### config.mk
export PLATFORM = sky130hd
export DESIGN_NAME = pme_engine
export DESIGN_NICKNAME = d
export VERILOG_FILES = /design/src/rtl/pme_pkg.sv /design/src/rtl/pme_sync.sv /design/src/rtl/pme_chan_sel.sv /design/src/rtl/pme_slice_eval.sv /design/src/rtl/pme_pin_status.sv /design/src/rtl/pme_engine.sv
export SDC_FILE = /design/constraint.sdc
export NUM_CORES = 1
export LEC_CHECK = 0
export BUFFER_PORTS_ARGS = -buffer_cell sky130_fd_sc_hd__buf_2
export CORE_AREA = 2 2 142 144
export CTS_CLUSTER_DIAMETER = 30
export DETAILED_ROUTE_END_ITERATION = 8
export DIE_AREA = 0 0 144 146
export PLACE_DENSITY = 0.61
export SYNTH_ARGS = -nofsm -noshare
export SYNTH_HDL_FRONTEND = slang
export SYNTH_SLANG_ARGS = --single-unit
### constraint.sdc
create_clock -name clk -period 3.4 [get_ports clk]
set_input_delay 0 -clock clk [delete_from_list [all_inputs] [get_ports clk]]
set_output_delay 0 -clock clk [all_outputs]
set_load 0.05 [all_outputs]
### src/rtl/pme_pkg.sv
package pme_pkg;
  typedef enum logic [2:0] {
    LIT_ONE      = 3'd0,
    LIT_HIGH     = 3'd1,
    LIT_LOW      = 3'd2,
    LIT_RISE     = 3'd3,
    LIT_FALL     = 3'd4,
    LIT_ANY      = 3'd5,
    LIT_HOLD_UP  = 3'd6,
    LIT_HOLD_DN  = 3'd7
  } lit_mode_e;

  localparam logic [2:0] A_CTRL   = 3'd0;
  localparam logic [2:0] A_PINSEL = 3'd1;
  localparam logic [2:0] A_SLMODE = 3'd2;
  localparam logic [2:0] A_ENDPT  = 3'd3;
  localparam logic [2:0] A_RISEEN = 3'd4;
  localparam logic [2:0] A_FALLEN = 3'd5;
  localparam logic [2:0] A_STATUS = 3'd6;
endpackage

### src/rtl/pme_sync.sv
module pme_sync #(
  parameter int WIDTH = 16
) (
  input  logic             clk,
  input  logic             rst_n,
  input  logic [WIDTH-1:0] async_i,
  output logic [WIDTH-1:0] sync_o
);
  logic [WIDTH-1:0] meta_q, stab_q;

  always_ff @(posedge clk or negedge rst_n) begin
    if (!rst_n) begin
      meta_q <= '0;
      stab_q <= '0;
    end else begin
      meta_q <= async_i;
      stab_q <= meta_q;
    end
  end

  assign sync_o = stab_q;
endmodule

### src/rtl/pme_chan_sel.sv
module pme_chan_sel #(
  parameter int NUM_PINS = 16,
  parameter int NUM_CH   = 8,
  parameter int SELW     = 4
) (
  input  logic                   clk,
  input  logic                   rst_n,
  input  logic [NUM_PINS-1:0]    pins_sync_i,
  input  logic [NUM_CH*SELW-1:0] sel_i,
  output logic [NUM_CH-1:0]      cur_o,
  output logic [NUM_CH-1:0]      rise_o,
  output logic [NUM_CH-1:0]      fall_o
);
  logic [NUM_CH-1:0] cur_w, prev_q;

  for (genvar c = 0; c < NUM_CH; c++) begin : g_route
    assign cur_w[c] = pins_sync_i[sel_i[c*SELW +: SELW]];
  end

  always_ff @(posedge clk or negedge rst_n) begin
    if (!rst_n) prev_q <= '0;
    else        prev_q <= cur_w;
  end

  assign cur_o  = cur_w;
  assign rise_o = cur_w & ~prev_q;
  assign fall_o = ~cur_w & prev_q;
endmodule

### src/rtl/pme_slice_eval.sv
module pme_slice_eval
  import pme_pkg::*;
#(
  parameter int NUM_CH = 8
) (
  input  logic                  clk,
  input  logic                  rst_n,
  input  logic                  pm_en_i,
  input  logic                  clr_hold_i,
  input  logic [NUM_CH-1:0]     cur_i,
  input  logic [NUM_CH-1:0]     rise_i,
  input  logic [NUM_CH-1:0]     fall_i,
  input  logic [3*NUM_CH-1:0]   mode_i,
  input  logic [NUM_CH-1:0]     endpt_i,
  output logic [NUM_CH-1:0]     hold_o,
  output logic                  match_o
);
  logic [NUM_CH-1:0] lit, fire, term_hit, hold_q, hold_d;
  logic              match_q, match_d;

  // literal per slice
  always_comb begin
    for (int i = 0; i < NUM_CH; i++) begin
      case (lit_mode_e'(mode_i[3*i +: 3]))
        LIT_ONE:     lit[i] = 1'b1;
        LIT_HIGH:    lit[i] = cur_i[i];
        LIT_LOW:     lit[i] = ~cur_i[i];
        LIT_RISE:    lit[i] = rise_i[i];
        LIT_FALL:    lit[i] = fall_i[i];
        LIT_ANY:     lit[i] = rise_i[i] | fall_i[i];
        LIT_HOLD_UP: lit[i] = rise_i[i] | hold_q[i];
        default:     lit[i] = fall_i[i] | hold_q[i];
      endcase
    end
  end

  // running product, closed at each endpoint
  always_comb begin
    logic run, prod;
    run = 1'b1;
    for (int i = 0; i < NUM_CH; i++) begin
      prod    = run & lit[i];
      fire[i] = prod & endpt_i[i];
      run     = endpt_i[i] ? 1'b1 : prod;
    end
  end

  // spread each term's result back onto its member slices
  always_comb begin
    logic hit;
    hit = 1'b0;
    for (int i = NUM_CH - 1; i >= 0; i--) begin
      if (endpt_i[i]) hit = fire[i];
      term_hit[i] = hit;
    end
  end

  always_comb begin
    match_d = pm_en_i & (|fire);
    hold_d  = hold_q;
    if (clr_hold_i) begin
      hold_d = '0;
    end else if (pm_en_i) begin
      for (int i = 0; i < NUM_CH; i++) begin
        if (term_hit[i])
          hold_d[i] = 1'b0;
        else if (mode_i[3*i +: 3] == LIT_HOLD_UP)
          hold_d[i] = hold_q[i] | rise_i[i];
        else if (mode_i[3*i +: 3] == LIT_HOLD_DN)
          hold_d[i] = hold_q[i] | fall_i[i];
        else
          hold_d[i] = 1'b0;
      end
    end
  end

  always_ff @(posedge clk or negedge rst_n) begin
    if (!rst_n) begin
      hold_q  <= '0;
      match_q <= 1'b0;
    end else begin
      hold_q  <= hold_d;
      match_q <= match_d;
    end
  end

  assign hold_o  = hold_q;
  assign match_o = match_q;
endmodule

### src/rtl/pme_pin_status.sv
module pme_pin_status #(
  parameter int NUM_CH = 8
) (
  input  logic              clk,
  input  logic              rst_n,
  input  logic              pin_en_i,
  input  logic [NUM_CH-1:0] rise_i,
  input  logic [NUM_CH-1:0] fall_i,
  input  logic [NUM_CH-1:0] rise_en_i,
  input  logic [NUM_CH-1:0] fall_en_i,
  input  logic              w1c_we_i,
  input  logic [NUM_CH-1:0] w1c_data_i,
  output logic [NUM_CH-1:0] status_o
);
  logic [NUM_CH-1:0] stat_q, stat_d, set_w, clr_w;

  always_comb begin
    set_w  = pin_en_i ? ((rise_i & rise_en_i) | (fall_i & fall_en_i)) : '0;
    clr_w  = w1c_we_i ? w1c_data_i : '0;
    stat_d = (stat_q & ~clr_w) | set_w;
  end

  always_ff @(posedge clk or negedge rst_n) begin
    if (!rst_n) stat_q <= '0;
    else        stat_q <= stat_d;
  end

  assign status_o = stat_q;
endmodule

### src/rtl/pme_engine.sv
module pme_engine
  import pme_pkg::*;
#(
  parameter int NUM_PINS = 16,
  parameter int NUM_CH   = 8,
  parameter int DW       = 32
) (
  input  logic                clk,
  input  logic                rst_n,
  input  logic [NUM_PINS-1:0] pins_i,
  input  logic                cfg_we,
  input  logic [2:0]          cfg_addr,
  input  logic [DW-1:0]       cfg_wdata,
  output logic [DW-1:0]       cfg_rdata,
  output logic                match_irq,
  output logic [NUM_CH-1:0]   pin_irq
);
  localparam int SELW = $clog2(NUM_PINS);
  localparam int PSW  = NUM_CH * SELW;
  localparam int MSW  = 3 * NUM_CH;

  logic                mode_q, mode_d;
  logic [PSW-1:0]      pinsel_q, pinsel_d;
  logic [MSW-1:0]      slmode_q, slmode_d;
  logic [NUM_CH-1:0]   endpt_q, endpt_d, ren_q, ren_d, fen_q, fen_d;
  logic                wr_ctrl, wr_psel, wr_slm, wr_endp, wr_ren, wr_fen, wr_stat;
  logic                clr_hold;
  logic [NUM_PINS-1:0] pins_sync;
  logic [NUM_CH-1:0]   ch_cur, ch_rise, ch_fall, status_w, hold_w;
  logic                match_w;

  always_comb begin
    wr_ctrl  = cfg_we && (cfg_addr == A_CTRL);
    wr_psel  = cfg_we && (cfg_addr == A_PINSEL);
    wr_slm   = cfg_we && (cfg_addr == A_SLMODE);
    wr_endp  = cfg_we && (cfg_addr == A_ENDPT);
    wr_ren   = cfg_we && (cfg_addr == A_RISEEN);
    wr_fen   = cfg_we && (cfg_addr == A_FALLEN);
    wr_stat  = cfg_we && (cfg_addr == A_STATUS);
    clr_hold = wr_ctrl && cfg_wdata[1];
  end

  always_comb begin
    mode_d   = wr_ctrl ? cfg_wdata[0]          : mode_q;
    pinsel_d = wr_psel ? cfg_wdata[PSW-1:0]    : pinsel_q;
    slmode_d = wr_slm  ? cfg_wdata[MSW-1:0]    : slmode_q;
    endpt_d  = wr_endp ? cfg_wdata[NUM_CH-1:0] : endpt_q;
    ren_d    = wr_ren  ? cfg_wdata[NUM_CH-1:0] : ren_q;
    fen_d    = wr_fen  ? cfg_wdata[NUM_CH-1:0] : fen_q;
  end

  always_ff @(posedge clk or negedge rst_n) begin
    if (!rst_n) begin
      mode_q   <= 1'b0;
      pinsel_q <= '0;
      slmode_q <= '0;
      endpt_q  <= '0;
      ren_q    <= '0;
      fen_q    <= '0;
    end else begin
      mode_q   <= mode_d;
      pinsel_q <= pinsel_d;
      slmode_q <= slmode_d;
      endpt_q  <= endpt_d;
      ren_q    <= ren_d;
      fen_q    <= fen_d;
    end
  end

  always_comb begin
    cfg_rdata = '0;
    case (cfg_addr)
      A_CTRL:   cfg_rdata[0]          = mode_q;
      A_PINSEL: cfg_rdata[PSW-1:0]    = pinsel_q;
      A_SLMODE: cfg_rdata[MSW-1:0]    = slmode_q;
      A_ENDPT:  cfg_rdata[NUM_CH-1:0] = endpt_q;
      A_RISEEN: cfg_rdata[NUM_CH-1:0] = ren_q;
      A_FALLEN: cfg_rdata[NUM_CH-1:0] = fen_q;
      A_STATUS: cfg_rdata[NUM_CH-1:0] = status_w;
      default:  cfg_rdata             = '0;
    endcase
  end

  pme_sync #(.WIDTH(NUM_PINS)) u_sync (
    .clk(clk), .rst_n(rst_n), .async_i(pins_i), .sync_o(pins_sync)
  );

  pme_chan_sel #(.NUM_PINS(NUM_PINS), .NUM_CH(NUM_CH), .SELW(SELW)) u_sel (
    .clk(clk), .rst_n(rst_n), .pins_sync_i(pins_sync), .sel_i(pinsel_q),
    .cur_o(ch_cur), .rise_o(ch_rise), .fall_o(ch_fall)
  );

  pme_slice_eval #(.NUM_CH(NUM_CH)) u_eval (
    .clk(clk), .rst_n(rst_n), .pm_en_i(mode_q), .clr_hold_i(clr_hold),
    .cur_i(ch_cur), .rise_i(ch_rise), .fall_i(ch_fall),
    .mode_i(slmode_q), .endpt_i(endpt_q), .hold_o(hold_w), .match_o(match_w)
  );

  pme_pin_status #(.NUM_CH(NUM_CH)) u_stat (
    .clk(clk), .rst_n(rst_n), .pin_en_i(~mode_q),
    .rise_i(ch_rise), .fall_i(ch_fall), .rise_en_i(ren_q), .fall_en_i(fen_q),
    .w1c_we_i(wr_stat), .w1c_data_i(cfg_wdata[NUM_CH-1:0]), .status_o(status_w)
  );

  assign match_irq = match_w;
  assign pin_irq   = mode_q ? '0 : status_w;
endmodule

==> impl_metrics.tcl <==
set metrics [dict create \
    slowest_delay_ns 0.54 \
    port-buffer-count 94 \
    routed_wl_mm 22.71 \
    synth_fa_ha_area_frac 0.02906 \
    timing.fmax_ghz 0.2827 \
    synth-main-ff-cell "dfrtp_1" \
    clk_root_buffer_cell "clkbuf_16" \
    antenna_found_initial 0 \
    fin_ws_ns -0.1371 \
    status "complete, but fails checks" \
    grt_usage 0.2228 \
    slowest_stage "mux4_2" \
    cts_tree "built" \
    ff2ff_path_depth 13 \
    syn_nets 708 \
    cts_buffers 17 \
    htreeDepth 4 \
    peakVddDrop_mv 0.4080 \
    final_nets 928 \
    synth.top_cells.by_area "dfrtp_1, mux2_2, mux4_2, ha_1, mux2i_1" \
    violations "negative setup slack" \
    rsz0062_at_grt "true" \
    met2RoutedLength_mm 11.30 \
    num_rows 51 \
    met1_length_mm 9.601 \
    crit_chain "mux4_2 > mux4_2 > ha_4 > mux2i_2 > a211oi_2 > a221o_1 > o31a_1 > o21a_1 > or3_1 > nand3_2 > buf_4 > nor3_2 > o32ai_2" \
    die_h_um 146 \
    overflow 0 \
    grt_pass1_vias 6536 \
    finClkSkew_ns 0.007338 \
    top_layer "met4" \
    grt_start_max_net_pins 110 \
    via_per_inst 5.551 \
    r2r_start "u_sync.sync_o[10]" \
    slew_headroom 0.3221 \
    crit_arrival_ns 3.87 \
    area_growth_pct 35.33 \
    min_path_type "in -> reg" \
    yosysUniqueCellTypes 71 \
    synth_mux_area_frac 0.2700 \
    crit_top_cell "mux4_2" \
    dp_hpwl_mm 15.95 \
    die_x_um 144 \
    clk_pin_slew_worst_paths_ns 0.06 \
    required_ns 3.73 \
    io_pins 95 \
    p_per_area_mw_per_mm2 709.4 \
    yosysWarnings 0 \
    dieArea_mm2 0.02102 \
    synth_compound_area_frac 0.1260 \
    fin_crit_sh 1.040 \
    critical_path.max_fanout 8 \
    synth-edff-count 0 \
    r2r_setup_slack_ns -0.14 \
    start_util 0.3964 \
    final_hold_viol_count 0 \
    rr_endpoint "u_eval.hold_o[1]" \
    grt_pass1_wl_mm 35.46 \
    maxSlewViolCount 0 \
    vias 6317 \
    syn_inst 638 \
    startpoint "u_sync.sync_o[10]" \
    syn-cell-area_mm2 0.007664 \
    gp_congestion 0.9047 \
    final-setup-viol-count 9 \
    insertion_delay_ns 0.43 \
    tightest_slew_ns 1.017 \
    dp_slack_ns -0.2524 \
    core-area_mm2 0.01933 \
    drive_gt1_frac 0.4719 \
    syn_avg_cell_area_um2 12.01 \
    synth_top_family_by_area "multiplexers" \
    initialDrtViolationCount 460 \
    synth_common_cells "dfrtp_1, mux2_2, nand2_1" \
    drt_pass1_iterations 5 \
    ys_seq_area_frac 0.4506 \
    post-synth-top-count-cell "dfrtp_1" \
    cp-end-kind "register" \
    ant_nets 0 \
    yosys.area_share.simple 0.08947 \
    async_reset_ff_frac 1.000 \
    synth_area_leader_cell "dfrtp_1" \
    ys_ff_latch 138 \
    start_kind "register" \
    period_minus_slack_ns 3.537 \
    timing_worst_setup_path_type "reg -> reg" \
    clockBufferDepth 2 \
    maxCapViolCount 0 \
    cts.sink_count 138 \
    leakagePower_nw 4.597 \
    synth_top_cell_area_share 0.4506 \
    avgRoutedWirePerCell_um 19.95 \
    wl_met3_mm 1.259 \
    synth-xor-area-share 0.001143 \
    drc 0 \
    whs_ns 0.09183 \
    cp-endpoint "u_eval.hold_o[1]" \
]
==> registers in the layout, summed over array words and instances, names as in the netlist <==
name	flops
endpt_q	8
fen_q	8
mode_q	1
pinsel_q	32
ren_q	8
slmode_q	24
u_eval.hold_o	8
u_eval.match_o	1
u_sel.prev_q	8
u_stat.status_o	8
u_sync.meta_q	16
u_sync.sync_o	16
==> where the power goes <==
part / switching [W] / total, W / internal [W]
clock: 0.000804 / 0.00193 / 0.00112
combinational: 0.00143 / 0.00293 / 0.00150
sequential: 0.000506 / 0.00250 / 0.00199
==> worst min-delay path by stage <==
stage / startpoint / endpoint / slack, ns / cells past startpoint
final: cfg_we / mode_q / 0.09 / 5
after global routing: cfg_we / mode_q / 0.12 / 5
after CTS: cfg_we / mode_q / 0.06 / 5
after detailed placement: pins_i[15] / u_sync.meta_q[15] / 0.11 / 1
after global placement: pins_i[3] / u_sync.meta_q[3] / 0.11 / 1
after floorplan: rst_n / endpt_q[0] / -0.30 / 0
==> per-stage QoR <==
stage               instances  total power [W]  area, µm²  setup TNS (ns)    util
global route             1136         0.007756      10370          -2.059  0.5361
global placement         1031         0.004964       8861         -0.8465  0.4583
finish                   1138         0.007358      10370         -0.7996  0.5364
CTS                      1129         0.007204      10190         -0.5934  0.5272
floorplan                 638         0.004104       7689       -0.001563       -
detailed placement       1031         0.005056       8861          -1.412  0.4583
==> cell families after synthesis <==
family                   Yosys count
flip-flops                       138
AND/OR/NAND/NOR                  138
XOR/XNOR                           1
multiplexers                     147
buffers and inverters             66
adder cells (fa/ha/maj)           18
AO/OA/AOI/OAI                    130
==> layer usage <==
layer / up-vias / global-route usage
met1: 3193 / 0.2815
li1: 2838 / -
met5: - / 0
met3: 50 / 0.04969
met4: 0 / 0.08333
met2: 236 / 0.3726
==> area by class of cell <==
| cell class | instances | area, µm² |
|---|---|---|
| fill | 1659 | 8964 |
| multi-input combinational | 434 | 4125 |
| sequential | 138 | 3481 |
| timing repair buffer | 234 | 1680 |
| clock buffer | 17 | 425.4 |
| tap | 265 | 331.6 |
| clock inverter | 15 | 193.9 |
| inverter | 33 | 128.9 |
| antenna | 2 | 5.005 |
==> critical path: cells and delay by family (launching register included) <==
kind | cells | cell delay (ns)
AO/OA/AOI/OAI | 5 | 0.96
adder cells (fa/ha/maj) | 1 | 0.20
buffers and inverters | 1 | 0.12
flip-flops | 1 | 0.47
multiplexers | 3 | 1.19
AND/OR/NAND/NOR | 3 | 0.52
==> timing repair <==
item / CTS / global route
hold buffers: 49 / 0
setup endpoints to repair: 9 / 9
hold endpoints to repair: 212 / 0
pin swaps: 17 / 11
setup buffers: 17 / 8
resized for setup: 37 / 36
==> layout by cell type (no fill, tap or decap), drive strengths merged, types with 11 or more instances in the layout <==
master / instances
nor2: 19
nand2: 51
mux2: 90
dlygate4sd3: 49
ha: 16
dfrtp: 138
a22oi: 11
nor2b: 16
mux2i: 20
inv: 42
nand3: 13
a21oi: 18
a22o: 19
o21ai: 31
mux4: 37
clkbuf: 17
buf: 185
No activity file was read; power rests on OpenSTA's default activity.
